==> config.mk <==
export PLATFORM = sky130hd
export DESIGN_NAME = ecp_rev_rx
export DESIGN_NICKNAME = d
export VERILOG_FILES = /design/src/rtl/ecp_rev_pkg.sv /design/src/rtl/ecp_rev_sync.sv /design/src/rtl/ecp_rev_timer.sv /design/src/rtl/ecp_rev_fsm.sv /design/src/rtl/ecp_rev_rx.sv
export SDC_FILE = /design/constraint.sdc
export NUM_CORES = 1
export LEC_CHECK = 0
export ABC_AREA = 1
export BUFFER_PORTS_ARGS = -buffer_cell sky130_fd_sc_hd__buf_4
export CAP_MARGIN = 0
export CORE_MARGIN = 2
export CORE_UTILIZATION = 55
export DETAILED_ROUTE_END_ITERATION = 8
export GPL_TIMING_DRIVEN = 0
export PLACE_DENSITY = 0.79
export SLEW_MARGIN = 25
export SYNTH_ARGS = -nofsm -noshare
export SYNTH_HDL_FRONTEND = slang
export SYNTH_SLANG_ARGS = --single-unit
==> constraint.sdc <==
create_clock -name clk -period 3 [get_ports clk]
set_input_delay 0.3 -clock clk [delete_from_list [all_inputs] [get_ports clk]]
set_output_delay 0.3 -clock clk [all_outputs]
set_load 0.03 [all_outputs]
==> src/rtl/ecp_rev_pkg.sv <==
package ecp_rev_pkg;

  typedef enum logic [2:0] {
    ST_FWD,        // forward idle, host owns the bus
    ST_FLOAT,      // bus released, request not yet raised
    ST_REQ,        // reverse requested, waiting for grant
    ST_WAIT_BYTE,  // between bytes, waiting for strobe low
    ST_WAIT_RISE,  // acknowledge high, waiting for strobe high
    ST_PUSH,       // beat offered on stream, acknowledge held
    ST_RELEASE     // request dropped, waiting for grant withdrawal
  } rev_state_e;

  // Timeout due when the count reaches limit-1; a zero limit never expires.
  function automatic logic tmo_due(input logic [31:0] cnt, input logic [31:0] lim);
    return (lim != 32'd0) && ((cnt + 32'd1) >= lim);
  endfunction

  // Type line high marks data, low marks a command.
  function automatic logic beat_is_cmd(input logic type_level);
    return !type_level;
  endfunction

  function automatic logic holds_request(input rev_state_e s);
    return (s == ST_REQ) || (s == ST_WAIT_BYTE) || (s == ST_WAIT_RISE) || (s == ST_PUSH);
  endfunction

  function automatic logic drives_ack(input rev_state_e s);
    return (s == ST_WAIT_RISE) || (s == ST_PUSH);
  endfunction

endpackage

==> src/rtl/ecp_rev_sync.sv <==
module ecp_rev_sync #(
  parameter int          W       = 1,
  parameter int          STAGES  = 2,
  parameter logic [W-1:0] RST_VAL = '0
) (
  input  logic         clk,
  input  logic         rst_n,
  input  logic [W-1:0] d,
  output logic [W-1:0] q
);
  logic [W-1:0] stg [STAGES];

  generate
    for (genvar i = 0; i < STAGES; i++) begin : g_stage
      if (i == 0) begin : g_first
        always_ff @(posedge clk or negedge rst_n) begin
          if (!rst_n) stg[i] <= RST_VAL;
          else        stg[i] <= d;
        end
      end else begin : g_next
        always_ff @(posedge clk or negedge rst_n) begin
          if (!rst_n) stg[i] <= RST_VAL;
          else        stg[i] <= stg[i-1];
        end
      end
    end
  endgenerate

  assign q = stg[STAGES-1];
endmodule

==> src/rtl/ecp_rev_timer.sv <==
module ecp_rev_timer #(
  parameter int TMO_W = 12
) (
  input  logic             clk,
  input  logic             rst_n,
  input  logic             clr,
  input  logic             run,
  input  logic [TMO_W-1:0] lim,
  output logic             expired
);
  import ecp_rev_pkg::*;

  logic [TMO_W-1:0] cnt_q;

  always_ff @(posedge clk or negedge rst_n) begin
    if (!rst_n)              cnt_q <= '0;
    else if (clr || !run)    cnt_q <= '0;
    else if (cnt_q != '1)    cnt_q <= cnt_q + 1'b1;
  end

  assign expired = run && tmo_due(32'(cnt_q), 32'(lim));
endmodule

==> src/rtl/ecp_rev_fsm.sv <==
module ecp_rev_fsm #(
  parameter int DATA_W = 8
) (
  input  logic              clk,
  input  logic              rst_n,
  input  logic              start_i,
  input  logic              stop_i,
  input  logic              pclk_s,
  input  logic              pack_s,
  input  logic              grant_n_s,
  input  logic              preq_n_s,
  input  logic [DATA_W-1:0] pdata_s,
  input  logic              m_ready_i,
  input  logic              tmo,
  output logic              state_chg,
  output logic              wait_run,
  output logic              cap_evt,
  output logic              rev_req_n_o,
  output logic              host_ack_o,
  output logic              data_oe_o,
  output logic              m_valid_o,
  output logic [DATA_W-1:0] m_data_o,
  output logic              m_cmd_o,
  output logic              err_o
);
  import ecp_rev_pkg::*;

  rev_state_e        state_q, state_d;
  logic [DATA_W-1:0] data_q;
  logic              cmd_q;
  logic              err_q;
  logic              start_acc;

  always_comb begin
    state_d   = state_q;
    cap_evt   = 1'b0;
    start_acc = 1'b0;
    unique case (state_q)
      ST_FWD: begin
        if (start_i) begin
          state_d   = ST_FLOAT;
          start_acc = 1'b1;
        end
      end
      ST_FLOAT: state_d = ST_REQ;
      ST_REQ: begin
        if (tmo)             state_d = ST_FWD;
        else if (!grant_n_s) state_d = ST_WAIT_BYTE;
      end
      ST_WAIT_BYTE: begin
        if (tmo)          state_d = ST_FWD;
        else if (!pclk_s) state_d = ST_WAIT_RISE;
        else if (stop_i)  state_d = ST_RELEASE;
      end
      ST_WAIT_RISE: begin
        if (tmo) state_d = ST_FWD;
        else if (pclk_s) begin
          state_d = ST_PUSH;
          cap_evt = 1'b1;
        end
      end
      ST_PUSH: begin
        if (m_ready_i) state_d = ST_WAIT_BYTE;
      end
      ST_RELEASE: begin
        if (tmo || grant_n_s) state_d = ST_FWD;
      end
      default: state_d = ST_FWD;
    endcase
  end

  always_comb begin
    unique case (state_q)
      ST_REQ, ST_WAIT_RISE, ST_RELEASE: wait_run = 1'b1;
      ST_WAIT_BYTE:                     wait_run = !preq_n_s;
      default:                          wait_run = 1'b0;
    endcase
  end

  assign state_chg = (state_d != state_q);

  always_ff @(posedge clk or negedge rst_n) begin
    if (!rst_n) begin
      state_q <= ST_FWD;
      data_q  <= '0;
      cmd_q   <= 1'b0;
      err_q   <= 1'b0;
    end else begin
      state_q <= state_d;
      if (cap_evt) begin
        data_q <= pdata_s;
        cmd_q  <= beat_is_cmd(pack_s);
      end
      if (tmo)            err_q <= 1'b1;
      else if (start_acc) err_q <= 1'b0;
    end
  end

  assign rev_req_n_o = !holds_request(state_q);
  assign host_ack_o  = drives_ack(state_q);
  assign data_oe_o   = (state_q == ST_FWD);
  assign m_valid_o   = (state_q == ST_PUSH);
  assign m_data_o    = data_q;
  assign m_cmd_o     = cmd_q;
  assign err_o       = err_q;
endmodule

==> src/rtl/ecp_rev_rx.sv <==
module ecp_rev_rx #(
  parameter int DATA_W   = 8,
  parameter int TMO_W    = 12,
  parameter int SYNC_STG = 2
) (
  input  logic              clk,
  input  logic              rst_n,
  input  logic              start_i,
  input  logic              stop_i,
  input  logic [TMO_W-1:0]  tmo_lim_i,
  input  logic              pclk_i,
  input  logic              pack_i,
  input  logic              grant_n_i,
  input  logic              preq_n_i,
  input  logic [DATA_W-1:0] data_i,
  output logic              data_oe_o,
  output logic              rev_req_n_o,
  output logic              host_ack_o,
  output logic              m_valid_o,
  input  logic              m_ready_i,
  output logic [DATA_W-1:0] m_data_o,
  output logic              m_cmd_o,
  output logic              err_o
);
  localparam int CTL_W = 4;
  // control bit order: strobe, type, grant_n, request_n (idle levels 1,0,1,1)
  localparam logic [CTL_W-1:0] CTL_IDLE = 4'b1011;

  logic [CTL_W-1:0]  ctl_s;
  logic [DATA_W-1:0] pdata_s;
  logic              pclk_s, pack_s, grant_n_s, preq_n_s;
  logic              tmo, state_chg, wait_run, cap_evt;

  ecp_rev_sync #(.W(CTL_W), .STAGES(SYNC_STG), .RST_VAL(CTL_IDLE)) u_sync_ctl (
    .clk (clk), .rst_n (rst_n),
    .d   ({pclk_i, pack_i, grant_n_i, preq_n_i}),
    .q   (ctl_s)
  );

  ecp_rev_sync #(.W(DATA_W), .STAGES(SYNC_STG), .RST_VAL('0)) u_sync_dat (
    .clk (clk), .rst_n (rst_n), .d (data_i), .q (pdata_s)
  );

  assign pclk_s    = ctl_s[3];
  assign pack_s    = ctl_s[2];
  assign grant_n_s = ctl_s[1];
  assign preq_n_s  = ctl_s[0];

  ecp_rev_timer #(.TMO_W(TMO_W)) u_timer (
    .clk (clk), .rst_n (rst_n), .clr (state_chg), .run (wait_run),
    .lim (tmo_lim_i), .expired (tmo)
  );

  ecp_rev_fsm #(.DATA_W(DATA_W)) u_fsm (
    .clk (clk), .rst_n (rst_n), .start_i (start_i), .stop_i (stop_i),
    .pclk_s (pclk_s), .pack_s (pack_s), .grant_n_s (grant_n_s), .preq_n_s (preq_n_s),
    .pdata_s (pdata_s), .m_ready_i (m_ready_i), .tmo (tmo),
    .state_chg (state_chg), .wait_run (wait_run), .cap_evt (cap_evt),
    .rev_req_n_o (rev_req_n_o), .host_ack_o (host_ack_o), .data_oe_o (data_oe_o),
    .m_valid_o (m_valid_o), .m_data_o (m_data_o), .m_cmd_o (m_cmd_o), .err_o (err_o)
  );
endmodule

Word level (Yosys, flattened, before mapping)

Cells that the tools add are included.

Register bits after elaboration: 49
Bits of input ports: 29
Output and inout bits: 14

Multiplexer cells: 21
Order comparisons: 1
Reduce and logical (&&, ||, !) cells: 17
Add/sub/neg operators: 2
Equal/unequal tests: 8

Operators by type and width:

| kind                                                                   | number |
|---|---|
| 32-bit by 12-bit >= comparator with 1-bit output                       | 1 |
| 3-bit two-way mux                                                      | 10 |
| 12-bit two-way mux                                                     | 2 |
| 3-bit case mux with 7 select lines                                     | 1 |
| 12-bit by 1-bit adder with 13-bit output (second input constant)       | 1 |
| 12-bit by 1-bit adder with 12-bit output (second input constant)       | 1 |
| 12-bit inequality test (second input constant)                         | 1 |
| 12-bit nonzero test                                                    | 1 |
| 3-bit equality test (second input constant)                            | 3 |
| 1-bit two-way mux                                                      | 7 |
| 3-bit by 2-bit equality test with 1-bit output (second input constant) | 2 |
| 1-bit logical OR                                                       | 6 |
| 1-bit logical NOT                                                      | 4 |
| 2-bit nonzero test                                                     | 2 |
| 3-bit by 1-bit equality test with 1-bit output (second input constant) | 1 |
| 3-bit logical NOT                                                      | 1 |
| 3-bit inequality test                                                  | 1 |
| 3-bit OR reduction                                                     | 1 |
| 1-bit logical AND                                                      | 2 |
| 1-bit case mux with 2 select lines                                     | 1 |

Logic depth before layout (Yosys ltp)

Depth in word-level cells: 10
Gate-level depth with buffers: 25
Mapped depth without buffers: 24

Cells and area by module

Synthesis repeated with hierarchy kept, for this count alone.

Cells, all modules: 285
Area total of the unflattened synthesis: 2476.1 sq um

Modules (own cells, without submodules):

| module                     | times used | cells an instance | area each (sq um) |
|---|---|---|---|
| ecp_rev_timer              | 1          | 150               | 1066.0 |
| ecp_rev_fsm                | 1          | 99                | 711.9 |
| ecp_rev_sync at u_sync_dat | 1          | 24                | 460.4 |
| ecp_rev_sync at u_sync_ctl | 1          | 12                | 237.7 |

Least setup slack after synthesis

Ideal clock, no wire load.

Path kind: reg-to-reg
Start point: reg u_timer.cnt_q[0]
End point: reg u_timer.cnt_q[1]
Buffers on the path: 1
Stages on the path, launching flop included: 21
Data arrival time: 2.526 ns
Setup slack: 0.406 ns
Clock period less this slack: 2.594 ns
Cell sequence: dfrtp_1 -> ha_1 -> nand2_2 -> nor2_4 -> nand4_4 -> nor2_1 -> xor2_1 -> inv_1 -> ha_1 -> nand2_1 -> o21ai_1 -> nor2_2 -> nand2_2 -> nand2_2 -> nand2_1 -> nand3_1 -> nand3_1 -> nor2_1 -> nand2_4 -> buf_12 -> nor2_4

Word-level cells in the longest chain between the ends: 10
Elaborated cells on any way between the ends: 17
Those cells by class: add/sub (2); order compare (1); eq/ne (2); mux (7); reduce/logical (5)

Ends and longest elaborated chain:

| element                                                         | line                | RTL |
|---|---|---|
| from (decl)                                                     | ecp_rev_timer.sv:13 | `logic [TMO_W-1:0] cnt_q;` |
| from (signal assigned)                                          | ecp_rev_timer.sv:18 | `else if (cnt_q != '1) cnt_q <= cnt_q + 1'b1;` |
| 12-bit by 1-bit adder with 13-bit output                        | ecp_rev_pkg.sv:15   | `return (lim != 32'd0) && ((cnt + 32'd1) >= lim);` |
| 32-bit by 12-bit >= comparator with 1-bit output                | ecp_rev_pkg.sv:15   |  |
| 1-bit logical AND                                               | ecp_rev_pkg.sv:15   |  |
| 1-bit logical AND                                               | ecp_rev_timer.sv:21 | `assign expired = run && tmo_due(32'(cnt_q), 32'(lim));` |
| 1-bit logical OR                                                | ecp_rev_fsm.sv:66   | `if (tmo \|\| grant_n_s) state_d = ST_FWD;` |
| 3-bit two-way mux                                               | ecp_rev_fsm.sv:66   |  |
| 3-bit case mux with 7 select lines                              | ecp_rev_fsm.sv:38   | `unique case (state_q)` |
| 3-bit inequality test                                           | ecp_rev_fsm.sv:80   | `assign state_chg = (state_d != state_q);` |
| 1-bit logical OR                                                | ecp_rev_timer.sv:17 | `else if (clr \|\| !run) cnt_q <= '0;` |
| 12-bit two-way mux / 2-bit nonzero test (equally long branches) | --                  |  |

Parallel ways exist; a longest one is shown, timed or not. The select of a mux whose other input is x is not followed.
A chain may end at the register's enable or synchronous reset.

Worst setup path after layout

Start point: reg u_timer.cnt_q[0]
End point: reg u_timer.cnt_q[2]

Same word-level chain as after synthesis.

==> impl_metrics.py <==
metrics = {
    "yosys": {
        "synth_seq_cells": 49,
        "syn_avg_cell_area_um2": 9.49,
        "synth_edf_count": 0,
        "synthCells": 258,
        "synth_nets": 300,
        "synth_warnings": 0,
        "synthArstFlopShare_pct": 100,
        "yosysUniqueCellTypes": 32,
        "ys.flop_type": "dfrtp_1",
        "ys_seq_area_share_pct": 50.4,
        "syn_area_um2": 2450,
    },
    "pwr": {
        "vdd_drop_max_mv": 0.569,
        "powerDensity_nw_per_um2": 737,
        "leakage_uw": 0.00160,
        "total_power_uw": 2310,
    },
    "sta": {
        "finalCriticalPeriod_ps": 2950,
        "slew_headroom_pct": 61.8,
        "setup_viol": 0,
        "fmax_mhz": 339,
        "fin_hold_ws_ps": -17.6,
        "tns_ps": 0,
        "tightest_slew_ps": 572,
        "drv_slew": 0,
        "fin_skew_ps": 6.72,
        "final_hold_viol_count": 8,
        "fin_crit_sh_pct": 98.2,
    },
    "critical_path": {
        "crit_path_frequent_cell": "nand2_2",
        "critPathBufInv": 3,
        "path_delay_family": "simple AND/OR/NAND/NOR gates",
        "ff2ff_setup_slack_ps": 50,
        "cp.arrival_ps": 3140,
        "crit_path_end_kind": "flop",
        "worst_setup_path_start_kind": "flop",
        "worst_path_max_delay_cell": "dfrtp_1",
        "path_class": "flop to flop",
        "cp_slowest_stage_delay_ps": 410,
        "required_ps": 3200,
        "path_max_fanout": 5,
        "path_cells": "nand2_1, nor2_1, nand3_1, nor2_2, nand2_2, o21ai_1, inv_2, ha_4, nand2_1, o21a_1, nand2_1, nand2_1, nand2_2, nand2_4, nand2_1, nand2_2, nand2_2, nand2_2, nand2_2, inv_2, nand2_4, clkbuf_16, nor2_4",
    },
    "grt": {
        "grt_pass1_vias": 1543,
        "grt_use_met3_pct": 4.56,
        "grt_first_pass_wirelength_mm": 6.48,
        "grtUsageMet2_pct": 27.4,
        "grt.met1_usage_pct": 20.5,
        "overflow": 0,
        "busiest_layer": "met2",
        "grt_max_degree": 50,
        "antenna_found_initial": 0,
        "track_usage_pct": 16.8,
    },
    "floorplanning": {
        "placementRows": 24,
        "dieWidth_um": 70.7,
        "core_um2": 4320,
        "dieArea_um2": 5000,
        "boundaryPins": 43,
        "initial_core_util_pct": 56.6,
        "die_h_um": 70.7,
    },
    "cts": {
        "clock_sinks": 49,
        "cts-htree-levels": 2,
        "clockBufferDepth": 2,
        "cts_tree": "done",
        "cts_buffers": 5,
        "clk_latency_ps": 300,
        "holdBufCountCts": 0,
        "cts_root_buf": "clkbuf_8",
        "cts.clk_slew.worst_paths_ps": 80,
    },
    "flow_run": {
        "drv_cap": 0,
    },
    "cells_and_area": {
        "fin_nets": 356,
        "multi_input_area_um2": 1100,
        "synthToLayoutAreaGrowth_pct": 28.0,
        "diodes": 0,
        "nFillCells": 333,
        "stdcell_area_um2": 3130,
        "layout-drive-gt1-share_pct": 39.0,
        "final_cells": 367,
        "seq_area_um2": 1230,
    },
    "route": {
        "avgViaCountPerCell": 4.86,
        "drt_iter0_markers": 47,
        "routed-via-count": 1783,
        "totalWireLength_mm": 4.47,
        "ant_nets": 0,
        "drc": 0,
        "wire_per_inst_um": 12.2,
        "drtPass1Iterations": 4,
    },
    "placement": {
        "gp_congestion": 0.884,
        "port_buffers": 42,
        "place_hpwl_mm": 3.02,
        "dp.cells": 352,
        "place_area_um2": 2830,
    },
    "run_status": {
        "violations": "hold timing",
        "outcome": "finished with violations",
    },
    "worst_hold_path": {
        "hp-class": "primary input to async pin",
    },
}
## worst reg2reg max path, cell delays in order (launching register included)
cell,delay [ps]
dfrtp_1,410
nand2_1,90
nor2_1,150
nand3_1,120
nor2_2,210
nand2_2,110
o21ai_1,130
inv_2,80
ha_4,270
nand2_1,70
o21a_1,190
nand2_1,70
nand2_1,60
nand2_2,70
nand2_4,80
nand2_1,90
nand2_2,70
nand2_2,80
nand2_2,60
nand2_2,70
inv_2,50
nand2_4,90
clkbuf_16,180
nor2_4,30
## repair_timing
action | CTS | global route
setup buffers | 0 | 6
setup endpoints to repair | 0 | 20
resized for setup | 0 | 25
## routing by layer
| layer | routed length (µm) | up-vias | part of all wire (%) |
|---|---|---|---|
| met5 | 0 | - | 0 |
| met4 | 48 | 0 | 1.1 |
| met3 | 192 | 5 | 4.3 |
| met2 | 2330 | 45 | 52 |
| met1 | 1890 | 819 | 42 |
| li1 | - | 914 | - |
## cell families (layout without fill, tap and decap cells)
kind of cell               count (synthesis)  count (layout)  share of synthesized area (%)
buffers and inverters                     52             109                           8.94
xor gates and xnor gates                   6               6                           2.15
AOI/OAI and AO/OA                         19              19                           4.39
adders and majority gates                 13              13                           6.64
DFF                                       49              49                           50.4
and+or+nand+nor                          111             111                           23.8
muxes                                      8               8                           3.68
## sequential cells by signal, summed over array words and instances, names as in the netlist
name and cells:
u_timer.cnt_q 12, u_fsm.m_data_o 8, u_sync_dat.q 8, u_sync_dat.stg 8
u_sync_ctl.q 4, u_sync_ctl.stg 4, u_fsm.state_q 3, u_fsm.err_o 1
u_fsm.m_cmd_o 1
## placed cells by master, fill, tap and decap left out, types with 5 or more instances in the layout
| master | count |
|---|---|
| buf_4 | 50 |
| clkbuf_8 | 5 |
| dfrtp_1 | 43 |
| dfstp_2 | 6 |
| ha_1 | 9 |
| inv_1 | 38 |
| inv_2 | 10 |
| mux2_2 | 7 |
| nand2_1 | 44 |
| nand2_2 | 8 |
| nand3_1 | 8 |
| nor2_1 | 20 |
| nor2_2 | 5 |
| nor2_4 | 13 |
| o21ai_0 | 5 |
| xor2_1 | 6 |
## path summary, 6_finish.rpt
path / cells past startpoint / endpoint / from
worst max-delay path: 23 / u_timer.cnt_q[2] / u_timer.cnt_q[0]
worst min-delay path: 1 / u_fsm.state_q[2] / rst_n
worst max register to register: 23 / u_timer.cnt_q[2] / u_timer.cnt_q[0]
worst min register to register: 0 / u_sync_dat.q[5] / u_sync_dat.stg[13]
max in group asynchronous: 1 / u_sync_ctl.stg[7] / rst_n
min in group clk: 1 / u_sync_ctl.stg[4] / preq_n_i
## cell type report
class                      count  area share, %
timing repair buffer          49           12.3
buffer                         4           1.24
clock inverter                 3           2.08
inverter                      48           5.75
clock buffer                   5           2.20
sequential                    49           39.4
multi-input combinational    157           35.0
tap                           52           2.08
## Yosys cell counts (2+ instances only)
| library cell | n | area (µm²) |
|---|---|---|
| inv_1 | 41 | 154 |
| nand2_1 | 48 | 180 |
| a21oi_1 | 5 | 25.0 |
| nor3_1 | 3 | 15.0 |
| nand3_1 | 8 | 40.0 |
| nor2_4 | 12 | 135 |
| dfstp_2 | 6 | 158 |
| o21ai_0 | 6 | 30.0 |
| nand4_1 | 3 | 18.8 |
| o211ai_1 | 2 | 15.0 |
| nand2_2 | 5 | 31.3 |
| mux2_2 | 7 | 78.8 |
| buf_4 | 2 | 15.0 |
| nor2_1 | 25 | 93.8 |
| xor2_1 | 6 | 52.6 |
| dfrtp_1 | 43 | 1080 |
| o21ai_1 | 3 | 15.0 |
| inv_2 | 7 | 26.3 |
| ha_1 | 13 | 163 |
## where the power goes
part | internal [µW] | total [µW] | switching (µW)
Sequential | 763 | 825 | 62.4
Clock | 331 | 531 | 201
Combinational | 377 | 954 | 577
## through the flow
stage / utilization, % / hold WS, ps / worst slack (ps)
floorplan: - / 4.41 / 406
global placement: 65.4 / 333 / 122
detailed placement: 65.4 / 335 / 41.6
CTS: 68.5 / 1.57 / 0.239
global route: 72.5 / 25.2 / -109
finish: 72.5 / -17.6 / 53.7
Power figures use the tool's default switching activity.
